===== config.mk =====
export PLATFORM = sky130hd
export DESIGN_NAME = cs_comma_deser
export DESIGN_NICKNAME = d
export VERILOG_FILES = /design/src/rtl/cs_pkg.sv /design/src/rtl/cs_shift_window.sv /design/src/rtl/cs_comma_search.sv /design/src/rtl/cs_boundary.sv /design/src/rtl/cs_byte_clocks.sv /design/src/rtl/cs_comma_deser.sv
export SDC_FILE = /design/constraint.sdc
export NUM_CORES = 1
export LEC_CHECK = 0
export BUFFER_PORTS_ARGS = -buffer_cell sky130_fd_sc_hd__buf_2
export CORE_ASPECT_RATIO = 1.5
export CORE_MARGIN = 2
export CORE_UTILIZATION = 47
export DETAILED_ROUTE_END_ITERATION = 12
export PLACE_DENSITY = 0.68
export SYNTH_ARGS = -nofsm -noshare
export SYNTH_HDL_FRONTEND = slang
export SYNTH_SLANG_ARGS = --single-unit

===== constraint.sdc =====
create_clock -name clk -period 1.15 [get_ports clk]
set_input_delay 0.0575 -clock clk [delete_from_list [all_inputs] [get_ports clk]]
set_output_delay 0.0575 -clock clk [all_outputs]
set_load 0.02 [all_outputs]

===== src/rtl/cs_pkg.sv =====
package cs_pkg;

    localparam int unsigned WORD_W   = 10;
    localparam int unsigned MARK_LEN = 7;
    // arrival order 0,0,1,1,1,1,1 -> bit i is the i-th received bit
    localparam logic [MARK_LEN-1:0] MARK_BITS = 7'b1111100;

    typedef logic [WORD_W-1:0] word_t;

    typedef struct packed {
        word_t data;
        logic  comma;
    } out_pkt_t;

    typedef enum logic {
        SEL_CLK0 = 1'b0,
        SEL_CLK1 = 1'b1
    } bclk_sel_e;

    function automatic word_t all_ones();
        return '1;
    endfunction

endpackage


===== src/rtl/cs_shift_window.sv =====
module cs_shift_window #(
    parameter int unsigned W = cs_pkg::WORD_W
) (
    input  logic         clk,
    input  logic         rst,
    input  logic         bit_in,
    output logic [W-1:0] win_next
);
    logic [W-1:0] win_q;

    // newest bit enters at the top, so bit 0 is the oldest of the last W
    assign win_next = {bit_in, win_q[W-1:1]};

    always_ff @(posedge clk) begin
        if (rst) win_q <= '0;
        else     win_q <= win_next;
    end
endmodule


===== src/rtl/cs_comma_search.sv =====
module cs_comma_search #(
    parameter int unsigned          MLEN  = cs_pkg::MARK_LEN,
    parameter logic [MLEN-1:0]      MBITS = cs_pkg::MARK_BITS
) (
    input  logic [MLEN-1:0] cand,
    output logic            match
);
    logic [MLEN-1:0] hit;

    for (genvar i = 0; i < MLEN; i++) begin : g_cmp
        assign hit[i] = (cand[i] == MBITS[i]);
    end

    assign match = &hit;
endmodule


===== src/rtl/cs_boundary.sv =====
module cs_boundary #(
    parameter int unsigned W = cs_pkg::WORD_W
) (
    input  logic clk,
    input  logic rst,
    input  logic align_en,
    input  logic match,
    output logic emit,
    output logic realign
);
    localparam int unsigned CW = (W > 1) ? $clog2(W) : 1;
    localparam logic [CW-1:0] LAST = CW'(W - 1);

    logic [CW-1:0] cnt_q;
    logic          at_end;

    assign at_end  = (cnt_q == LAST);
    assign realign = align_en & match & ~at_end;
    assign emit    = at_end | (align_en & match);

    always_ff @(posedge clk) begin
        if (rst)       cnt_q <= '0;
        else if (emit) cnt_q <= '0;
        else           cnt_q <= cnt_q + 1'b1;
    end

    // the boundary counter never passes the word length
    a_r4_count_bound: assert property (@(posedge clk) disable iff (rst)
        cnt_q <= LAST);

    // a realignment restarts the count from zero
    a_r4_realign_restarts: assert property (@(posedge clk) disable iff (rst)
        realign |=> (cnt_q == '0));
endmodule


===== src/rtl/cs_byte_clocks.sv =====
module cs_byte_clocks (
    input  logic clk,
    input  logic rst,
    input  logic emit,
    input  logic comma_word,
    output logic bclk0,
    output logic bclk1
);
    import cs_pkg::*;

    logic      c0_q, c1_q;
    logic      pend_v_q;
    bclk_sel_e pend_sel_q;
    bclk_sel_e last_sel_q;
    bclk_sel_e sel;
    logic      n0, n1;

    always_comb begin
        sel = comma_word ? SEL_CLK1
                         : ((last_sel_q == SEL_CLK1) ? SEL_CLK0 : SEL_CLK1);
        n0 = c0_q;
        n1 = c1_q;
        if (pend_v_q) begin
            n1 = (pend_sel_q == SEL_CLK1);
            n0 = (pend_sel_q == SEL_CLK0);
        end
        // a comma on a clock that is already high: drop it for one bit cycle
        if (emit && sel == SEL_CLK1 && n1) n1 = 1'b0;
    end

    always_ff @(posedge clk) begin
        if (rst) begin
            c0_q       <= 1'b0;
            c1_q       <= 1'b0;
            pend_v_q   <= 1'b0;
            pend_sel_q <= SEL_CLK0;
            last_sel_q <= SEL_CLK0;
        end else begin
            c0_q     <= n0;
            c1_q     <= n1;
            pend_v_q <= emit;
            if (emit) begin
                pend_sel_q <= sel;
                last_sel_q <= sel;
            end
        end
    end

    assign bclk0 = c0_q;
    assign bclk1 = c1_q;

    // the two byte clocks are never high together
    a_r6_exclusive: assert property (@(posedge clk) disable iff (rst)
        !(c0_q && c1_q));

    // a comma word is followed by a rising edge of clock 1
    a_r7_comma_on_clk1: assert property (@(posedge clk) disable iff (rst)
        (emit && comma_word) |=> ##1 $rose(c1_q));
endmodule


===== src/rtl/cs_comma_deser.sv =====
module cs_comma_deser #(
    parameter int unsigned W = cs_pkg::WORD_W
) (
    input  logic         clk,
    input  logic         rst,
    input  logic         ser_in,
    input  logic         align_en,
    input  logic         sig_ok,
    output logic [W-1:0] word_out,
    output logic         comma_det,
    output logic         byte_clk0,
    output logic         byte_clk1
);
    import cs_pkg::*;

    localparam int unsigned MLEN = MARK_LEN;

    logic [W-1:0] win_next;
    logic         match;
    logic         emit;
    logic         realign;
    out_pkt_t     out_q;

    cs_shift_window #(.W(W)) u_win (
        .clk      (clk),
        .rst      (rst),
        .bit_in   (ser_in),
        .win_next (win_next)
    );

    cs_comma_search #(.MLEN(MLEN), .MBITS(MARK_BITS)) u_search (
        .cand  (win_next[MLEN-1:0]),
        .match (match)
    );

    cs_boundary #(.W(W)) u_bound (
        .clk      (clk),
        .rst      (rst),
        .align_en (align_en),
        .match    (match),
        .emit     (emit),
        .realign  (realign)
    );

    cs_byte_clocks u_bclk (
        .clk        (clk),
        .rst        (rst),
        .emit       (emit),
        .comma_word (align_en & match),
        .bclk0      (byte_clk0),
        .bclk1      (byte_clk1)
    );

    always_ff @(posedge clk) begin
        if (rst) begin
            out_q.data  <= all_ones();
            out_q.comma <= 1'b0;
        end else if (!sig_ok) begin
            out_q.data  <= all_ones();
            out_q.comma <= 1'b0;
        end else if (emit) begin
            out_q.data  <= win_next;
            out_q.comma <= align_en & match;
        end else begin
            out_q.comma <= out_q.comma & align_en;
        end
    end

    assign word_out  = out_q.data;
    assign comma_det = out_q.comma;

    // lost signal forces ones and clears the flag
    a_r8_forced_ones: assert property (@(posedge clk) disable iff (rst)
        $past(!sig_ok) |-> (word_out == '1 && !comma_det));

    // the flag never survives a cycle with alignment off
    a_r5_flag_needs_align: assert property (@(posedge clk) disable iff (rst)
        $past(!align_en) |-> !comma_det);

    // the flag only accompanies a word carrying the comma pattern
    a_r3_flag_has_mark: assert property (@(posedge clk) disable iff (rst)
        comma_det |-> (word_out[MLEN-1:0] == MARK_BITS));

    // a realignment presents the comma word at once
    a_r4_realign_presents: assert property (@(posedge clk) disable iff (rst)
        (realign && sig_ok) |=> comma_det);
endmodule


== Word-level counts from Yosys, hierarchy flattened ==
Index checks and enable logic that the tools add are counted.

* Memories: 0
* Input port bits: 5
* Output and inout port bits: 13
* Latch bits: 0
* Word-level logic and storage cells: 27
* RAM bits: 0
* Flip-flop bits (word level): 29
* Bits in read-only memories: 0

* $add $sub $neg: 1
* Multiplexer cells: 4
* Bitwise logic cells: 7
* Equality and inequality tests: 1
* Reductions and logical operators: 6
* Divide/modulo/power cells: 0
* $mul: 0
* $lt $le $gt $ge: 0
* Shift-type cells: 0

{| class="wikitable"
|+ Operators with widths
! cell !! count
|-
| $reduce_and 7->1 || 1
|-
| $reduce_or 2->1 || 3
|-
| $add 4x1->4 const B || 1
|-
| $eq 4x4->1 const B || 1
|-
| $mux 1 || 4
|-
| $not 1->1 || 4
|-
| $and 1x1->1 || 2
|-
| $logic_and 1x1->1 || 2
|-
| $or 1x1->1 || 1
|}

== Logic depth before layout (Yosys ltp) ==
Gate-level depths: netlist of the first run.

* Depth after elaboration: 7
* Mapped depth: 6
* Mapped depth without buffers: 5

== Modules after synthesis ==
From an unflattened synthesis of the first run, not the netlist that was laid out.

* Cell total of the unflattened synthesis: 91
* Area total of the unflattened synthesis: 1,002.2 µm²

{| class="wikitable"
|+ Modules (own cells, without submodules)
! module !! area an instance (µm²) !! cells each !! seq. area each (µm²) !! instances
|-
| cs_comma_deser || 400.4 || 37 || 220.2 || 1
|-
| cs_shift_window || 244.0 || 19 || 180.2 || 1
|-
| cs_boundary || 191.4 || 19 || 80.1 || 1
|-
| cs_byte_clocks || 143.9 || 13 || 80.1 || 1
|-
| cs_comma_search || 22.5 || 3 || 0.0 || 1
|}

== Worst setup path after synthesis of the first run ==
No wires, ideal clock.

* Path kind: reg2reg
* Start point: register u_bound.cnt_q[1]
* End point: register out_q, in the netlist word_out[2]
* Clock period less this slack: 1.257 ns
* Required time: 1.019 ns
* Cell stages (with the launch flop): 7
* Arrival: 1.127 ns
* Setup time: 0.131 ns
* Buffers on the path: 1
* Setup slack: -0.107 ns
* Cell sequence: dfxtp_1 -> inv_1 -> ha_1 -> and3b_1 -> buf_6 -> a21oi_4 -> o211ai_1

* Longest elaborated chain between the ends: 2

{| class="wikitable"
|+ RTL lines
! item !! RTL line !! source
|-
| from (decl) || cs_boundary.sv:14 || <nowiki>logic [CW-1:0] cnt_q;</nowiki>
|-
| from (signal assigned) || cs_boundary.sv:24 || <nowiki>else cnt_q <= cnt_q + 1'b1;</nowiki>
|-
| $eq 4x4->1 || cs_boundary.sv:17 || <nowiki>assign at_end = (cnt_q == LAST);</nowiki>
|-
| $or 1x1->1 || cs_boundary.sv:19 || <nowiki>assign emit = at_end | (align_en & match);</nowiki>
|-
| to (decl) || cs_comma_deser.sv:22 || <nowiki>out_pkt_t out_q;</nowiki>
|}

No other way between the ends.
A chain may end at the register's enable or synchronous reset.

== Worst setup path after layout of the first run ==
* Start point: register u_bound.cnt_q[1]
* End point: register out_q, in the netlist word_out[3]

Same word-level chain as after synthesis.

==> flow_metrics.env, run 1 <==
export IMPL_status="finished with violations"
export IMPL_violations="negative setup slack"
export IMPL_rsz0062_at_grt="true"
export IMPL_fp_dieArea_sq_um=2653
export IMPL_cts_tree="done"
export IMPL_powerDensity_nw_per_um2=1120
export IMPL_cts_sinks=28
export IMPL_mostFrequentLayoutCell="dfxtp_1"
export IMPL_antenna_cells=0
export IMPL_relSlewSlack_pct=73.23
export IMPL_io_buffers=17
export IMPL_holdWs_ns=0.1123
export IMPL_max_freq_mhz=812.3
export IMPL_vias_per_cell=5.446
export IMPL_pin_count=18
export IMPL_placed_cell_area_sq_um=1222
export IMPL_setup_ws_ns=-0.08111
export IMPL_mappedNetlistArea_sq_um=1057
export IMPL_synth_nets=110
export IMPL_synth_top_family_by_area="simple AND/OR/NAND/NOR gates"
export IMPL_synth_mux_area_share_pct=0.9467
export IMPL_ant_nets=0
export IMPL_yosysWarningCount=0
export IMPL_finalCritPeriodShare_pct=107.1
export IMPL_synth_xor_area_share_pct=2.485
export IMPL_yosys_area_share_simple_pct=18.22
export IMPL_min_path_type="primary input to flip-flop"
export IMPL_path_class="flip-flop to flip-flop"
export IMPL_fin_crit_ns=1.231
export IMPL_cts_buffers=3
export IMPL_endpoint_kind="flip-flop"
export IMPL_synth_edf_count=0
export IMPL_drive_gt1_share_pct=42.54
export IMPL_peakVddDrop_mv=1.007
export IMPL_initial_utilization_pct=48.48
export IMPL_antenna_found_initial=0
export IMPL_path_max_fanout=5
export IMPL_area_delta_synth_final_pct=33.73
export IMPL_fp_dieH_um=62.09
export IMPL_grt_pass1_vias=864
export IMPL_mostFrequentLayoutCells="23 x dfxtp_1, 19 x buf_2, 18 x o211ai_1"
export IMPL_clockBufferDepth=2
export IMPL_synthAdderAreaFrac_pct=2.367
export IMPL_htree_levels=1
export IMPL_avgRoutedWirePerCell_um=14.90
export IMPL_path_clk_slew_ns=0.15
export IMPL_setup_viol=17
export IMPL_total_power_w=0.001583
export IMPL_drv_slew=0
export IMPL_synthArstFlopShare_pct=0
export IMPL_hold_viol=0
export IMPL_grt_pass1_wl_um=3795
export IMPL_final_area_sq_um=1414
export IMPL_syn_avg_cell_area_sq_um=10.26
export IMPL_start_kind="flip-flop"
export IMPL_wirelength_um=2340
export IMPL_drt_first_pass_iters=4
export IMPL_tightestPinTransition_ns=0.4016
export IMPL_yosysSeqAreaShare_pct=53.02
export IMPL_ys_ff_latch=28
export IMPL_worstPathArrival_ns=1.45
export IMPL_dp_hpwl_um=1500
export IMPL_grt_max_degree=19
export IMPL_p_leak_nw=0.5136
export IMPL_root_buffer="clkbuf_4"
export IMPL_first_iter_violations=8
export IMPL_rows=21
export IMPL_synth_ff_type="dfxtp_1"
export IMPL_maxCapViolCount=0
export IMPL_place_gp_congestion=0.7134
export IMPL_nets=142
export IMPL_die_w_um=42.73
export IMPL_grt_overflow_total=0
export IMPL_netlist_cell_type_count=28
export IMPL_gr_usage_all_layers_pct=19.11
export IMPL_postSynthCellCount=103
export IMPL_skew_ns=0.003613
export IMPL_synth_compound_area_share_pct=16.21
export IMPL_num_vias=855
export IMPL_drc=0
export IMPL_required_ns=1.37
export IMPL_clk_latency_ns=0.32
export IMPL_core_sq_um=2181
## through the flow
stage               setup WS (ns)  cells  TNS [ns]  utilization [%]
finish                   -0.08111    157   -0.7722            64.83
CTS                      -0.08553    153   -0.7755            59.55
floorplan                -0.06404    103   -0.5123                -
global placement         -0.05943    147   -0.5467            56.05
global route              -0.1321    157    -1.333            64.83
detailed placement        -0.1080    147    -1.006            56.05
## report_power, final
| part | internal (W) | switching [W] |
|---|---|---|
| clock network | 0.000194 | 0.000281 |
| registers | 0.000987 | 0.0000118 |
| logic | 0.0000568 | 0.0000525 |
## critical path: stages, from the launching register on
cell and delay [ns]:
dfxtp_2 0.37, inv_2 0.04, ha_4 0.15, and3b_2 0.26, a21oi_4 0.20, o211ai_1 0.11
## cell families (layout without fill, tap and decap cells)
logic type / count (synthesis) / in the layout
multiplexers: 1 / 1
buffers and inverters: 15 / 45
XOR/XNOR: 3 / 3
AND/OR/NAND/NOR: 32 / 32
AO/OA/AOI/OAI: 22 / 23
flip-flops: 28 / 28
adder cells (fa/ha/maj): 2 / 2
## layer usage
metal,up-vias,wire [um],GRT usage (%)
li1,426,-,-
met1,395,863,21.40
met2,23,1276,35.06
met3,11,110,1.734
met4,0,89,11.61
met5,-,0,0
## repair_timing
action                     4_1_cts  5_1_grt
setup buffers                    0        1
cloned                           1        2
hold buffers                     1        1
setup endpoints to repair       16       18
pin swaps                        7        9
hold endpoints to repair         2        1
resized for setup                5       16
## registers in the layout, summed over array words and instances (netlist names)
signal             cells
u_win.win_q            9
u_bclk.bclk1           1
u_bclk.pend_v_q        1
word_out              10
u_bound.cnt_q          4
comma_det              1
u_bclk.pend_sel_q      1
u_bclk.bclk0           1
## final cells by class
| type | count | area (sq um) |
|---|---|---|
| fillers | 194 | 767.0 |
| inverters | 9 | 33.78 |
| multi-input cells | 61 | 526.8 |
| well taps | 23 | 28.78 |
| clock buffers | 4 | 36.28 |
| repair buffers | 32 | 221.5 |
| flip-flops and latches | 28 | 566.8 |
## Yosys cell counts (2+ instances only)
master / instances / share of area (%)
inv_1: 9 / 3.2
nor2_1: 11 / 3.9
nand3_1: 2 / 0.95
o211ai_1: 18 / 13
buf_2: 3 / 1.4
dfxtp_1: 28 / 53
nor4_1: 4 / 2.4
nor2b_1: 2 / 1.2
xnor2_1: 2 / 1.7
ha_1: 2 / 2.4
nand2_1: 5 / 1.8
## final timing paths
kind / from / endpoint / slack [ns] / cells past startpoint
worst max-delay path: u_bound.cnt_q[1]$_SDFF_PP0_ / word_out[3]$_SDFFE_PP1P_ / -0.08 / 5
worst min-delay path: rst / u_win.win_q[8]$_SDFF_PP0_ / 0.11 / 2
worst max register to register: u_bound.cnt_q[1]$_SDFF_PP0_ / word_out[3]$_SDFFE_PP1P_ / -0.08 / 5
worst min register to register: u_win.win_q[8]$_SDFF_PP0_ / u_win.win_q[7]$_SDFF_PP0_ / 0.45 / 2
(Power assumes the default switching activity.)
==> run 2: changes to the inputs <==
--- a/config.mk
+++ b/config.mk
@@ -8,9 +8,10 @@
 export BUFFER_PORTS_ARGS = -buffer_cell sky130_fd_sc_hd__buf_2
 export CORE_ASPECT_RATIO = 1.5
 export CORE_MARGIN = 2
-export CORE_UTILIZATION = 47
+export CORE_UTILIZATION = 51
+export CTS_BUF_LIST = sky130_fd_sc_hd__clkbuf_4 sky130_fd_sc_hd__clkbuf_8
 export DETAILED_ROUTE_END_ITERATION = 12
-export PLACE_DENSITY = 0.68
+export PLACE_DENSITY = 0.73
 export SYNTH_ARGS = -nofsm -noshare
 export SYNTH_HDL_FRONTEND = slang
 export SYNTH_SLANG_ARGS = --single-unit
==> run 2 against run 1 <==
The run still ends with negative setup slack left. Sequential power hardly changed. Total power is 10% higher. Final cell count stayed put. Wire length is 2.5% lower. Clock-buffer cell count is 1 lower. Hold slack worse by 0.092 ns. Die area is 7.2% lower. Clock skew is 0.0047 ns higher. Register-to-register slack worse by 0.04 ns. Sequential share of layout area is 0.46 points lower. Largest cell class unchanged.
==> flow_metrics.env, run 2 (synthesis results as in run 1) <==
export IMPL_path_cells="inv_2, ha_4, and3b_2, buf_6, xnor2_2, a21oi_1"
export IMPL_gr_usage_all_layers_pct=20.96
export IMPL_setup_tns_ns=-0.8848
export IMPL_path_class="flip-flop to flip-flop"
export IMPL_drive_gt1_share_pct=42.96
export IMPL_peakVddDrop_mv=1.124
export IMPL_worst_r2r_cell_count=6
export IMPL_start_kind="flip-flop"
export IMPL_place_gp_congestion=0.6887
export IMPL_min_path_type="primary input to flip-flop"
export IMPL_relSlewSlack_pct=74.98
export IMPL_fp_dieArea_sq_um=2461
export IMPL_critPathMaxStageDelay_ns=0.36
export IMPL_initial_utilization_pct=52.81
export IMPL_first_iter_violations=14
export IMPL_ant_nets=0
export IMPL_num_vias=851
export IMPL_fin_cells=157
export IMPL_final_util_pct=71.44
export IMPL_nets=143
export IMPL_io_buffers=17
export IMPL_cts_tree="done"
export IMPL_cts_buffers=3
export IMPL_powerDensity_nw_per_um2=1219
export IMPL_switching_power_w=0.0003509
export IMPL_r2r_end="u_bclk.pend_sel_q$_SDFFE_PP0P_"
export IMPL_skew_ns=0.008314
export IMPL_finalCritPeriodShare_pct=110.2
export IMPL_tightestPinTransition_ns=0.3754
export IMPL_path_clk_slew_ns=0.15
export IMPL_endpoint_kind="flip-flop"
export IMPL_fill_cells=164
export IMPL_holdPathStages=3
export IMPL_required_ns=1.38
export IMPL_drv_slew=0
export IMPL_htree_levels=1
export IMPL_fp_dieH_um=59.77
export IMPL_vias_per_cell=5.420
export IMPL_cp_top_family="flip-flops"
export IMPL_grt_pass1_wl_um=3401
export IMPL_sw_frac_of_total_pct=20.13
export IMPL_antenna_found_initial=0
export IMPL_path_max_fanout=5
export IMPL_root_buffer="clkbuf_4"
export IMPL_cp_depth=6
export IMPL_wirelength_um=2282
export IMPL_violations="negative setup slack"
export IMPL_dp_cells=145
export IMPL_rsz0062_at_grt="true"
export IMPL_clockBufferDepth=2
export IMPL_r2r_start="u_bound.cnt_q[1]$_SDFF_PP0_"
export IMPL_dp_hpwl_um=1469
export IMPL_internal_power_w=0.001392
export IMPL_grt_overflow_total=0
export IMPL_setup_ws_ns=-0.1178
export IMPL_grt_max_degree=19
export IMPL_seqPwrFrac_pct=57.3
export IMPL_status="finished with violations"
export IMPL_max_freq_mhz=788.8
export IMPL_hold_viol=0
export IMPL_area_delta_synth_final_pct=35.27
export IMPL_largest_reg_flops=10
export IMPL_p_leak_nw=0.5352
export IMPL_rows=20
export IMPL_endpoint="u_bclk.pend_sel_q$_SDFFE_PP0P_"
export IMPL_setup_viol=15
export IMPL_worstSetupStartpoint="u_bound.cnt_q[1]$_SDFF_PP0_"
export IMPL_grt_pass1_vias=807
export IMPL_power_frac_clock_pct=36.9
export IMPL_critPathSlowestCell="dfxtp_2"
export IMPL_path_buf_inv=2
export IMPL_total_power_w=0.001743
export IMPL_drt_first_pass_iters=4
export IMPL_avgRoutedWirePerCell_um=14.54
export IMPL_mostFrequentLayoutCell="dfxtp_1"
export IMPL_pin_count=18
export IMPL_r2r_slack_ns=-0.12
export IMPL_mostFrequentLayoutCells="23 x dfxtp_1, 18 x o211ai_1, 18 x buf_2"
export IMPL_clk_latency_ns=0.34
export IMPL_worstPathArrival_ns=1.50
export IMPL_antenna_cells=0
export IMPL_die_w_um=41.18
export IMPL_drc=0
export IMPL_dp_slack_ns=-0.09292
export IMPL_cts_sinks=28
export IMPL_p_comb_share_pct=5.8
export IMPL_maxCapViolCount=0
export IMPL_fin_crit_ns=1.268
export IMPL_core_sq_um=2002
==> run 2: cell count changes in the layout (fill, tap and decap cells not counted), sizes merged <==
cell and delta:
buf +2, clkbuf -1, dlygate4sd3 -1, bufinv +1
==> run 2: through the flow <==
step                      hold slack, ns  area [sq um]
after global routing             0.01011          1430
final                            0.02065          1430
after floorplan                   0.1926          1071
after detailed placement          0.2988          1214
after CTS                        0.03356          1340
after global placement            0.2916          1214
==> run 2: final cells by class <==
cell class | instances | area, sq um | area share, %
Sequential cell | 28 | 566.8 | 39.63
Multi-Input combinational cell | 61 | 529.3 | 37.01
Timing Repair Buffer | 33 | 220.2 | 15.40
Inverter | 9 | 33.78 | 2.362
Clock inverter | 1 | 30.03 | 2.100
Tap cell | 22 | 27.53 | 1.925
Clock buffer | 3 | 22.52 | 1.575
==> run 2: repair_timing <==
action | 4_1_cts | 5_1_grt
setup buffers | 1 | 4
setup endpoints to repair | 16 | 18
cloned | 1 | 1
resized for setup | 10 | 11
pin swaps | 10 | 5
hold endpoints to repair | 1 | 0
hold buffers | 1 | 0
==> run 2: power groups by stage <==
stage	Clock [W]	Combinational (W)	Sequential (W)
detailed placement	0	0.0000755	0.00102
CTS	0.000637	0.0000888	0.000999
global route	0.000700	0.000111	0.00100
finish	0.000643	0.000101	0.000999
floorplan	0	0.0000456	0.00102
global placement	0	0.0000719	0.00102
==> run 2: worst min-delay path, cell delays in order <==
cell and delay [ns]:
buf_2 0.13, nand3_1 0.06, a21boi_0 0.08
==> run 2: worst min-delay path by stage <==
stage	startpoint	slack [ns]	end
5_1_grt	align_en	0.01	comma_det$_SDFF_PP0_
6_report	align_en	0.02	comma_det$_SDFF_PP0_
3_5_place_dp	ser_in	0.30	u_win.win_q[9]$_SDFF_PP0_
4_1_cts	align_en	0.03	comma_det$_SDFF_PP0_
2_1_floorplan	ser_in	0.19	u_win.win_q[9]$_SDFF_PP0_
3_3_place_gp	ser_in	0.29	u_win.win_q[9]$_SDFF_PP0_
==> run 2: routing by layer <==
layer,track usage [%],vias to the layer above,share of wire (%)
met4,12.44,0,2.5
met1,22.93,399,40
met3,3.346,5,3.4
met2,35.49,17,54
met5,0,-,0
li1,-,430,-
